File: config.mk
export PLATFORM = sky130hd
export DESIGN_NAME = width_retention_seq
export DESIGN_NICKNAME = d
export VERILOG_FILES = /design/src/rtl/wrs_pkg.sv /design/src/rtl/wrs_guard_timer.sv /design/src/rtl/wrs_fsm.sv /design/src/rtl/wrs_pin_mux.sv /design/src/rtl/width_retention_seq.sv
export SDC_FILE = /design/constraint.sdc
export NUM_CORES = 1
export LEC_CHECK = 0
export BUFFER_PORTS_ARGS = -buffer_cell sky130_fd_sc_hd__buf_2
export CORE_UTILIZATION = 59
export DETAILED_ROUTE_END_ITERATION = 16
export PLACE_DENSITY_LB_ADDON = 0.25
export SKIP_CTS_REPAIR_TIMING = 1
export SLEW_MARGIN = 20
export SYNTH_ARGS = -nofsm -noshare
export SYNTH_HDL_FRONTEND = slang
export SYNTH_HIERARCHICAL = 1
export SYNTH_SLANG_ARGS = --single-unit
File: constraint.sdc
create_clock -name clk -period 5.7 [get_ports clk]
set_clock_uncertainty 0.15 [all_clocks]
set_input_delay 0.855 -clock clk [delete_from_list [all_inputs] [get_ports clk]]
set_output_delay 0.855 -clock clk [all_outputs]
set_load 0.1 [all_outputs]
File: src/rtl/wrs_pkg.sv
// Shared types for the width-mode and retention sequencer.
package wrs_pkg;

    // Sequencer states
    typedef enum logic [2:0] {
        ST_RUN        = 3'd0,
        ST_WDESEL     = 3'd1,
        ST_WRECOV     = 3'd2,
        ST_SLEEP      = 3'd3,
        ST_WAKE_WAIT  = 3'd4,
        ST_WAKE_RECOV = 3'd5
    } seq_state_t;

    // Memory select pin group
    typedef struct packed {
        logic cs_n;
        logic cs;
        logic lb_n;
        logic ub_n;
    } sel_pins_t;

    // Retention methods
    localparam int RET_HI_SEL_LOW  = 0;
    localparam int RET_LO_SEL_HIGH = 1;
    localparam int RET_BYTES_OFF   = 2;

    localparam sel_pins_t PINS_DESEL = '{cs_n: 1'b1, cs: 1'b0, lb_n: 1'b1, ub_n: 1'b1};

endpackage

File: src/rtl/wrs_guard_timer.sv
// Guard interval counter.
// Counts clock cycles while run is high and clears whenever run is low.
// done is high in the last cycle of a LIMIT-cycle interval; the count wraps
// to zero there, so the owner can chain a second interval straight away.
// Assumes LIMIT >= 1.
module wrs_guard_timer #(
    parameter int LIMIT = 20
) (
    input  logic clk,
    input  logic rst_n,
    input  logic run,
    output logic done
);
    localparam int CW = (LIMIT > 1) ? $clog2(LIMIT) : 1;
    localparam logic [CW-1:0] LAST = CW'(LIMIT - 1);

    logic [CW-1:0] cnt;

    assign done = run && (cnt == LAST);

    // Advance the count while running; clear when idle or at the end of an interval
    always_ff @(posedge clk) begin
        if (!rst_n || !run || done) cnt <= '0;
        else                        cnt <= cnt + 1'b1;
    end

    assert_cnt_bound_R3: assert property (@(posedge clk) disable iff (!rst_n)
        cnt <= LAST);
endmodule

File: src/rtl/wrs_fsm.sv
// Sequencer state machine.
// Orders width changes, retention entry and recovery, and produces the
// one-cycle acknowledges. Assumes each requester holds its request until it
// sees the acknowledge, then drops it before the following clock edge.
module wrs_fsm
    import wrs_pkg::*;
#(
    parameter logic WIDTH_RST = 1'b1
) (
    input  logic       clk,
    input  logic       rst_n,
    input  logic       width_req,
    input  logic       width_tgt,
    input  logic       sleep_req,
    input  logic       wake_req,
    input  logic       supply_ok,
    input  logic       tmr_done,
    output seq_state_t state,
    output logic       tmr_run,
    output logic       width_sel,
    output logic       width_ack,
    output logic       sleep_ack,
    output logic       wake_ack
);
    logic tgt_q;

    // Timer runs in guard states; recovery counts only with good supply
    always_comb begin
        tmr_run = (state == ST_WDESEL) || (state == ST_WRECOV) ||
                  ((state == ST_WAKE_RECOV) && supply_ok);
    end

    // State transitions, width register and acknowledge pulses
    always_ff @(posedge clk) begin
        if (!rst_n) begin
            state     <= ST_RUN;
            width_sel <= WIDTH_RST;
            tgt_q     <= WIDTH_RST;
            width_ack <= 1'b0;
            sleep_ack <= 1'b0;
            wake_ack  <= 1'b0;
        end else begin
            width_ack <= 1'b0;
            sleep_ack <= 1'b0;
            wake_ack  <= 1'b0;
            case (state)
                ST_RUN: begin
                    if (sleep_req) begin
                        state     <= ST_SLEEP;
                        sleep_ack <= 1'b1;
                    end else if (width_req) begin
                        if (width_tgt == width_sel) begin
                            width_ack <= 1'b1;
                        end else begin
                            tgt_q <= width_tgt;
                            state <= ST_WDESEL;
                        end
                    end
                end
                ST_WDESEL: begin
                    if (tmr_done) begin
                        width_sel <= tgt_q;
                        state     <= ST_WRECOV;
                    end
                end
                ST_WRECOV: begin
                    if (tmr_done) begin
                        state     <= ST_RUN;
                        width_ack <= 1'b1;
                    end
                end
                ST_SLEEP: begin
                    if (wake_req) state <= supply_ok ? ST_WAKE_RECOV : ST_WAKE_WAIT;
                end
                ST_WAKE_WAIT: begin
                    if (supply_ok) state <= ST_WAKE_RECOV;
                end
                ST_WAKE_RECOV: begin
                    if (!supply_ok) begin
                        state <= ST_WAKE_WAIT;
                    end else if (tmr_done) begin
                        state    <= ST_RUN;
                        wake_ack <= 1'b1;
                    end
                end
                default: state <= ST_RUN;
            endcase
        end
    end

    assert_wake_supply_R9: assert property (@(posedge clk) disable iff (!rst_n)
        wake_ack |-> $past(supply_ok));
    assert_width_in_guard_R3: assert property (@(posedge clk) disable iff (!rst_n)
        !$stable(width_sel) |-> (state == ST_WRECOV));
endmodule

File: src/rtl/wrs_pin_mux.sv
// Memory select pin driver.
// In normal running the controller's selects pass through. In guard states
// the memory is fully deselected. In retention the pattern of the chosen
// method is driven. Assumes RET_MODE is 0, 1 or 2.
module wrs_pin_mux
    import wrs_pkg::*;
#(
    parameter int RET_MODE = RET_HI_SEL_LOW
) (
    input  seq_state_t state,
    input  sel_pins_t  ctl,
    output sel_pins_t  mem,
    output logic       acc_ready,
    output logic       float_en
);
    sel_pins_t ret_pins;
    logic      float_ok;

    // Pick the retention pattern and whether floating is allowed
    generate
        if (RET_MODE == RET_LO_SEL_HIGH) begin : g_lo_sel
            assign ret_pins = '{cs_n: 1'b1, cs: 1'b1, lb_n: 1'b1, ub_n: 1'b1};
            assign float_ok = 1'b0;
        end else if (RET_MODE == RET_BYTES_OFF) begin : g_bytes
            assign ret_pins = '{cs_n: 1'b0, cs: 1'b1, lb_n: 1'b1, ub_n: 1'b1};
            assign float_ok = 1'b0;
        end else begin : g_hi_sel
            assign ret_pins = '{cs_n: 1'b1, cs: 1'b0, lb_n: 1'b1, ub_n: 1'b1};
            assign float_ok = 1'b1;
        end
    endgenerate

    // Select the pin source for the current state
    always_comb begin
        mem       = ctl;
        acc_ready = 1'b0;
        float_en  = 1'b0;
        case (state)
            ST_RUN: begin
                mem       = ctl;
                acc_ready = 1'b1;
            end
            ST_WDESEL, ST_WRECOV: mem = PINS_DESEL;
            ST_SLEEP, ST_WAKE_WAIT: begin
                mem      = ret_pins;
                float_en = float_ok;
            end
            ST_WAKE_RECOV: mem = ret_pins;
            default: mem = PINS_DESEL;
        endcase
    end
endmodule

File: src/rtl/width_retention_seq.sv
// Width-mode and retention sequencer, top level.
// Guards bus-width changes and retention exit with G-cycle deselected
// intervals, G = (CLK_HZ/1000)*GUARD_MS, and drives the chosen retention
// pattern. Assumes CLK_HZ >= 1000 and request levels held until acknowledged.
module width_retention_seq
    import wrs_pkg::*;
#(
    parameter int   CLK_HZ    = 50_000_000,
    parameter int   GUARD_MS  = 5,
    parameter int   RET_MODE  = RET_HI_SEL_LOW,
    parameter logic WIDTH_RST = 1'b1
) (
    input  logic clk,
    input  logic rst_n,
    input  logic ctl_cs_n,
    input  logic ctl_cs,
    input  logic ctl_lb_n,
    input  logic ctl_ub_n,
    input  logic width_req,
    input  logic width_tgt,
    output logic width_ack,
    input  logic sleep_req,
    output logic sleep_ack,
    input  logic wake_req,
    output logic wake_ack,
    input  logic supply_ok,
    output logic acc_ready,
    output logic mem_width,
    output logic mem_cs_n,
    output logic mem_cs,
    output logic mem_lb_n,
    output logic mem_ub_n,
    output logic float_en
);
    localparam int CYC_PER_MS = (CLK_HZ / 1000 > 0) ? CLK_HZ / 1000 : 1;
    localparam int GUARD_CYC  = CYC_PER_MS * ((GUARD_MS > 0) ? GUARD_MS : 1);

    seq_state_t state;
    logic       tmr_run, tmr_done;
    sel_pins_t  ctl_pins, mem_pins;

    assign ctl_pins = '{cs_n: ctl_cs_n, cs: ctl_cs, lb_n: ctl_lb_n, ub_n: ctl_ub_n};
    assign mem_cs_n = mem_pins.cs_n;
    assign mem_cs   = mem_pins.cs;
    assign mem_lb_n = mem_pins.lb_n;
    assign mem_ub_n = mem_pins.ub_n;

    wrs_guard_timer #(.LIMIT(GUARD_CYC)) u_timer (
        .clk  (clk),
        .rst_n(rst_n),
        .run  (tmr_run),
        .done (tmr_done)
    );

    wrs_fsm #(.WIDTH_RST(WIDTH_RST)) u_fsm (
        .clk      (clk),
        .rst_n    (rst_n),
        .width_req(width_req),
        .width_tgt(width_tgt),
        .sleep_req(sleep_req),
        .wake_req (wake_req),
        .supply_ok(supply_ok),
        .tmr_done (tmr_done),
        .state    (state),
        .tmr_run  (tmr_run),
        .width_sel(mem_width),
        .width_ack(width_ack),
        .sleep_ack(sleep_ack),
        .wake_ack (wake_ack)
    );

    wrs_pin_mux #(.RET_MODE(RET_MODE)) u_pins (
        .state    (state),
        .ctl      (ctl_pins),
        .mem      (mem_pins),
        .acc_ready(acc_ready),
        .float_en (float_en)
    );

    assert_width_deselected_R3: assert property (@(posedge clk) disable iff (!rst_n)
        !$stable(mem_width) |-> (mem_cs_n && !mem_cs));
    assert_ack_onehot_R4: assert property (@(posedge clk) disable iff (!rst_n)
        $onehot0({width_ack, sleep_ack, wake_ack}));
    assert_stall_no_access_R11: assert property (@(posedge clk) disable iff (!rst_n)
        !acc_ready |-> (mem_cs_n || !mem_cs || (mem_lb_n && mem_ub_n)));
    assert_float_method_R7: assert property (@(posedge clk) disable iff (!rst_n)
        float_en |-> ((RET_MODE == RET_HI_SEL_LOW) && !mem_cs && !acc_ready));
    assert_sleep_stalls_R6: assert property (@(posedge clk) disable iff (!rst_n)
        sleep_ack |-> !acc_ready);
endmodule

== Word level (Yosys, flattened, before mapping) ==
Cells that the tools add are included.

* Register bits: 26
* Input port bits: 11
* Output and inout port bits: 10

* Add/sub/neg operators: 1
* Equal/unequal tests: 12
* Multiplexer cells: 19
* Bitwise logic cells: 2
* Reductions and logical operators: 15

{| class="wikitable"
|+ Operators by type and width
! kind !! number
|-
| $mux 3 || 8
|-
| $add 18x1->18 const B || 1
|-
| $eq 18x18->1 const B || 1
|-
| $pmux 3 s6 || 1
|-
| $mux 1 || 8
|-
| $eq 3x2->1 const B || 2
|-
| $eq 3x3->1 const B || 2
|-
| $ne 2x2->1 const B || 3
|-
| $ne 3x3->1 const B || 2
|-
| $reduce_and 5->1 || 1
|-
| $logic_or 1x1->1 || 4
|-
| $mux 4 || 1
|-
| $reduce_and 2->1 || 2
|-
| $reduce_and 4->1 || 1
|-
| $eq 3x1->1 const B || 1
|-
| $logic_not 3->1 || 1
|-
| $reduce_and 3->1 || 1
|-
| $logic_and 1x1->1 || 2
|-
| $logic_not 1->1 || 2
|-
| $not 1->1 || 2
|-
| $pmux 1 s2 || 1
|-
| $reduce_or 2->1 || 1
|-
| $eq 1x1->1 || 1
|}

== Depth between registers and ports, before layout ==
* Depth in word-level cells: 7
* Gate-level depth with buffers: 9
* Depth with buffers taken out: 9

== Cells and area by module ==
The synthesis kept the hierarchy.

{| class="wikitable"
|+ By module, submodules not included
! module !! times used !! cells each !! area each (um^2)
|-
| wrs_guard_timer || 1 || 95 || 860.8
|-
| wrs_fsm || 1 || 48 || 421.7
|-
| wrs_pin_mux || 1 || 8 || 57.6
|}

== Worst setup path before layout ==
Ideal clock, no wire load.

* Kind: register -> output
* Start point: register u_fsm.state[1]
* End point: output mem_cs
* Data arrival time: 2.122 ns
* Setup slack: 2.573 ns
* Stages on the path, launching flop included: 3
* Path buffers: 0
* Cells stage by stage: dfxtp_1 > nor3_4 > and2_1

* Cells in the longest elaborated chain, start to end: 2

{| class="wikitable"
|+ Ends and longest elaborated chain
! item !! line !! RTL
|-
| from (decl) || wrs_fsm.sv:18 || <nowiki>output seq_state_t state,</nowiki>
|-
| from (signal assigned) || wrs_fsm.sv:73 || <nowiki>if (wake_req) state <= supply_ok ? ST_WAKE_RECOV : ST_WAKE_WAIT;</nowiki>
|-
| $logic_not 3->1 || wrs_pin_mux.sv:38 || <nowiki>case (state)</nowiki>
|-
| $mux 4 || wrs_pin_mux.sv:38 ||
|-
| to (decl) || width_retention_seq.sv:30 || <nowiki>output logic mem_cs,</nowiki>
|}

Every way passes these cells.

== Final worst setup path ==
* Start point: register u_fsm.state[0]
* End point: register u_fsm.state[1]

* Cells in the longest elaborated chain, start to end: 7

{| class="wikitable"
|+ Ends and longest elaborated chain
! item !! line !! RTL
|-
| $eq 3x1->1 (tied with other cells) || wrs_fsm.sv:29 || <nowiki>tmr_run = (state == ST_WDESEL) || (state == ST_WRECOV) ||</nowiki>
|-
| $logic_or 1x1->1 / $logic_and 1x1->1 (equally long branches) || wrs_fsm.sv:29, wrs_fsm.sv:30 ||
|-
| $logic_or 1x1->1 (*) || wrs_fsm.sv:29 ||
|-
| via tmr_run || width_retention_seq.sv:39 || <nowiki>logic tmr_run, tmr_done;</nowiki>
|-
| $logic_and 1x1->1 (*) || wrs_guard_timer.sv:19 || <nowiki>assign done = run && (cnt == LAST);</nowiki>
|-
| via tmr_done || width_retention_seq.sv:39 ||
|-
| $mux 3 (2 in series) || - ||
|-
| $pmux 3 s6 || wrs_fsm.sv:46 || <nowiki>case (state)</nowiki>
|}

The timed path passes the listed nets; every way through them passes the cells marked *.
A chain may end at the register's enable or synchronous reset.

==> run metrics <==
total global-route track usage 23.1%; PD cells 264 nW/um^2; Leak 0.515 nW; die area 2470 um^2; Crit. End Element flop; CTS root buf clkbuf_4; CP endpoint u_fsm/state[1]; Sw Ratio 35.8%; Yosys warnings 6; via count 1220; Core Area 2040 um^2; NetSw 0.140 mW; ys async rst share 0%; Placed Area 1440 um^2; worst hold slack 347 ps; combinational power share 24.5%; register area share after synthesis 38.8%; Hold/Removal Path Class reg -> reg; Seq cells post-synth 26; drt first-iter violations 52; CTS tree built; synth-to-layout area growth 10.4%; Fmax 0.328 GHz; wire per inst 13.5 um; Worst-Margin Slew 946 ps; Reg2Reg Depth 7; clk slew on worst S/H paths 140 ps; PnR worst setup slack 2650 ps; max_slew headroom 36.7%; area fraction of the dominant cell type after synthesis 38.8%; first-pass GRT wire length 4.47 mm; Reg2Reg Setup Slack 2650 ps; RSZ-0062 raised after global routing no; Final Wtd Congestion 0.856; Clock Latency Late Sink 320 ps; arrival time at the worst endpoint 3120 ps; worst r2r src u_fsm/state[0]; slowest CP cell nor4_1; layout cell share with drive strength beyond 1 19.9%; antenna-violating nets left 0; post-route cell area 1480 um^2; most frequent cells after synthesis dfxtp_1 (26), nor2_1 (22), nand3_1 (10); drt pass-1 iters 4; DR vias/cell 6.16; crit path kind reg -> reg; Yosys top cell by area dfxtp_1; CP startpoint kind flop; DRC Markers 0; clk buf depth 2; dpl hpwl 1.94 mm; clock share of power 23.9%; Mapped Cells 151; P_int 0.250 mW; n_diodes 0; num rows 16; Crit. Startpoint u_fsm/state[0]; VDD IR max 0.183 mV; Cell variety after synth 38; dpl ws 2470 ps; reg2reg end u_fsm/state[1]; Nets 184; vias in the first global route 1101; largest stage delay on the critical path 710 ps; htree depth 1; Die Span X 49.7 um; crit-path cells o21ai_0 > o22ai_1 > nand2_1 > or3_4 > nor4_1 > a211oi_1 > a2111oi_2; clock buffer count from CTS 3; Post-Synthesis Cell Area 1340 um^2; Die Y-Extent 49.7 um; top-count cell post-synth dfxtp_1; clk sinks 26; max cap viols 0; Final min period 3050 ps; status finished, final reports clean; pin count of the biggest net entering global routing 19; antenna violations before repair 0; net count after synthesis 163; CP required 5780 ps; Tcrit/Tclk final 53.5%; Top FF cell, synth dfxtp_1; Reg power frac 51.7%; Area contributors post-synth dfxtp_1 (39%), nor2_1 (6.2%), xnor2_1 (5.9%), xor2_1 (4.6%), nand3_1 (3.7%); TNS Setup 0 ps; drt total wl 2.68 mm; Ports 21; Post-synth EDFFs 0; Final Hold Viols 0; Finish-stage setup viols 0; Port Buf Inserts 20; Final Max Slew Viols 0; final core utilization 72.4%; largest fanout on the critical path 15; initial core utilization 65.6%; total gr overflow 0; Hold Path Origin u_timer/cnt[17]; Mean Syn Cell Area 8.87 um^2
[layout make-up]
| type | count | area (um^2) |
|---|---|---|
| Clock buffer | 4 | 36.3 |
| Sequential cell | 26 | 520 |
| Timing Repair Buffer | 20 | 100 |
| Fill cell | 178 | 563 |
| Multi-Input combinational cell | 113 | 758 |
| Tap cell | 27 | 33.8 |
| Inverter | 8 | 30.0 |
[power by group through the flow]
stage | clock [mW] | combinational [mW] | sequential [mW]
floorplan | 0 | 0.0825 | 0.204
global placement | 0 | 0.0931 | 0.205
detailed placement | 0 | 0.0951 | 0.205
CTS | 0.0930 | 0.0953 | 0.201
global route | 0.0994 | 0.0996 | 0.203
finish | 0.0930 | 0.0954 | 0.201
[metrics by stage]
step / power [mW] / std cells
floorplan: 0.286 / 151
global placement: 0.298 / 194
detailed placement: 0.300 / 194
CTS: 0.389 / 198
global route: 0.402 / 198
finish: 0.390 / 198
[worst max-delay path, delay by kind of cell (launching register included)]
kind / cells / cell delay, ps
AOI/OAI and AO/OA: 4 / 960
DFF: 1 / 700
and+or+nand+nor: 3 / 1140
[placed cells by master (no fill, tap or decap), drive strengths merged]
cell and count:
a211oi 2, o22a 1, o21ai 3, nor4 9, o22ai 2, clkbuf 4, nand2 8, buf 20
a32oi 1, ha 1, and3 1, mux2 1, nor3 3, or3 1, and2 3, o41ai 1
nor2b 1, a31oi 1, nor2 22, or4 2, and4 3, a2111oi 2, xor2 7, inv 8
or4b 1, a311oi 1, xnor2 9, nand2b 4, dfxtp 26, nand4 8, o31ai 1, nand3 11
a21oi 3
[per-layer routing]
layer / GRT usage (%) / part of all wire, %
met5: 0 / 0
met4: 10.5 / 1.2
met3: 3.70 / 7.6
met2: 43.9 / 50
met1: 24.4 / 42
[worst min-delay path by stage]
| stage | endpoint | cells past startpoint |
|---|---|---|
| 2_1_floorplan | u_timer/cnt[0] | 1 |
| 4_1_cts | u_timer/cnt[17] | 2 |
| 3_3_place_gp | u_timer/cnt[0] | 1 |
| 5_1_grt | u_timer/cnt[17] | 2 |
| 6_report | u_timer/cnt[17] | 2 |
| 3_5_place_dp | u_timer/cnt[0] | 1 |
[cells by family after synthesis]
kind of cell | count (synthesis) | synth area share [%]
compound gates | 18 | 11.7
mux | 1 | 1.12
flops | 26 | 38.8
xor+xnor | 16 | 10.5
buf+inv | 12 | 4.57
simple gates | 77 | 32.4
fa+ha+maj | 1 | 0.934
[registers in the layout, summed over array words and instances (netlist names)]
| signal | flops |
|---|---|
| u_fsm/wake_ack | 1 |
| u_fsm/tgt_q | 1 |
| u_fsm/width_sel | 1 |
| u_fsm/width_ack | 1 |
| u_fsm/state | 3 |
| u_fsm/sleep_ack | 1 |
| u_timer/cnt | 18 |
No activity file was read; power rests on OpenSTA's default activity.
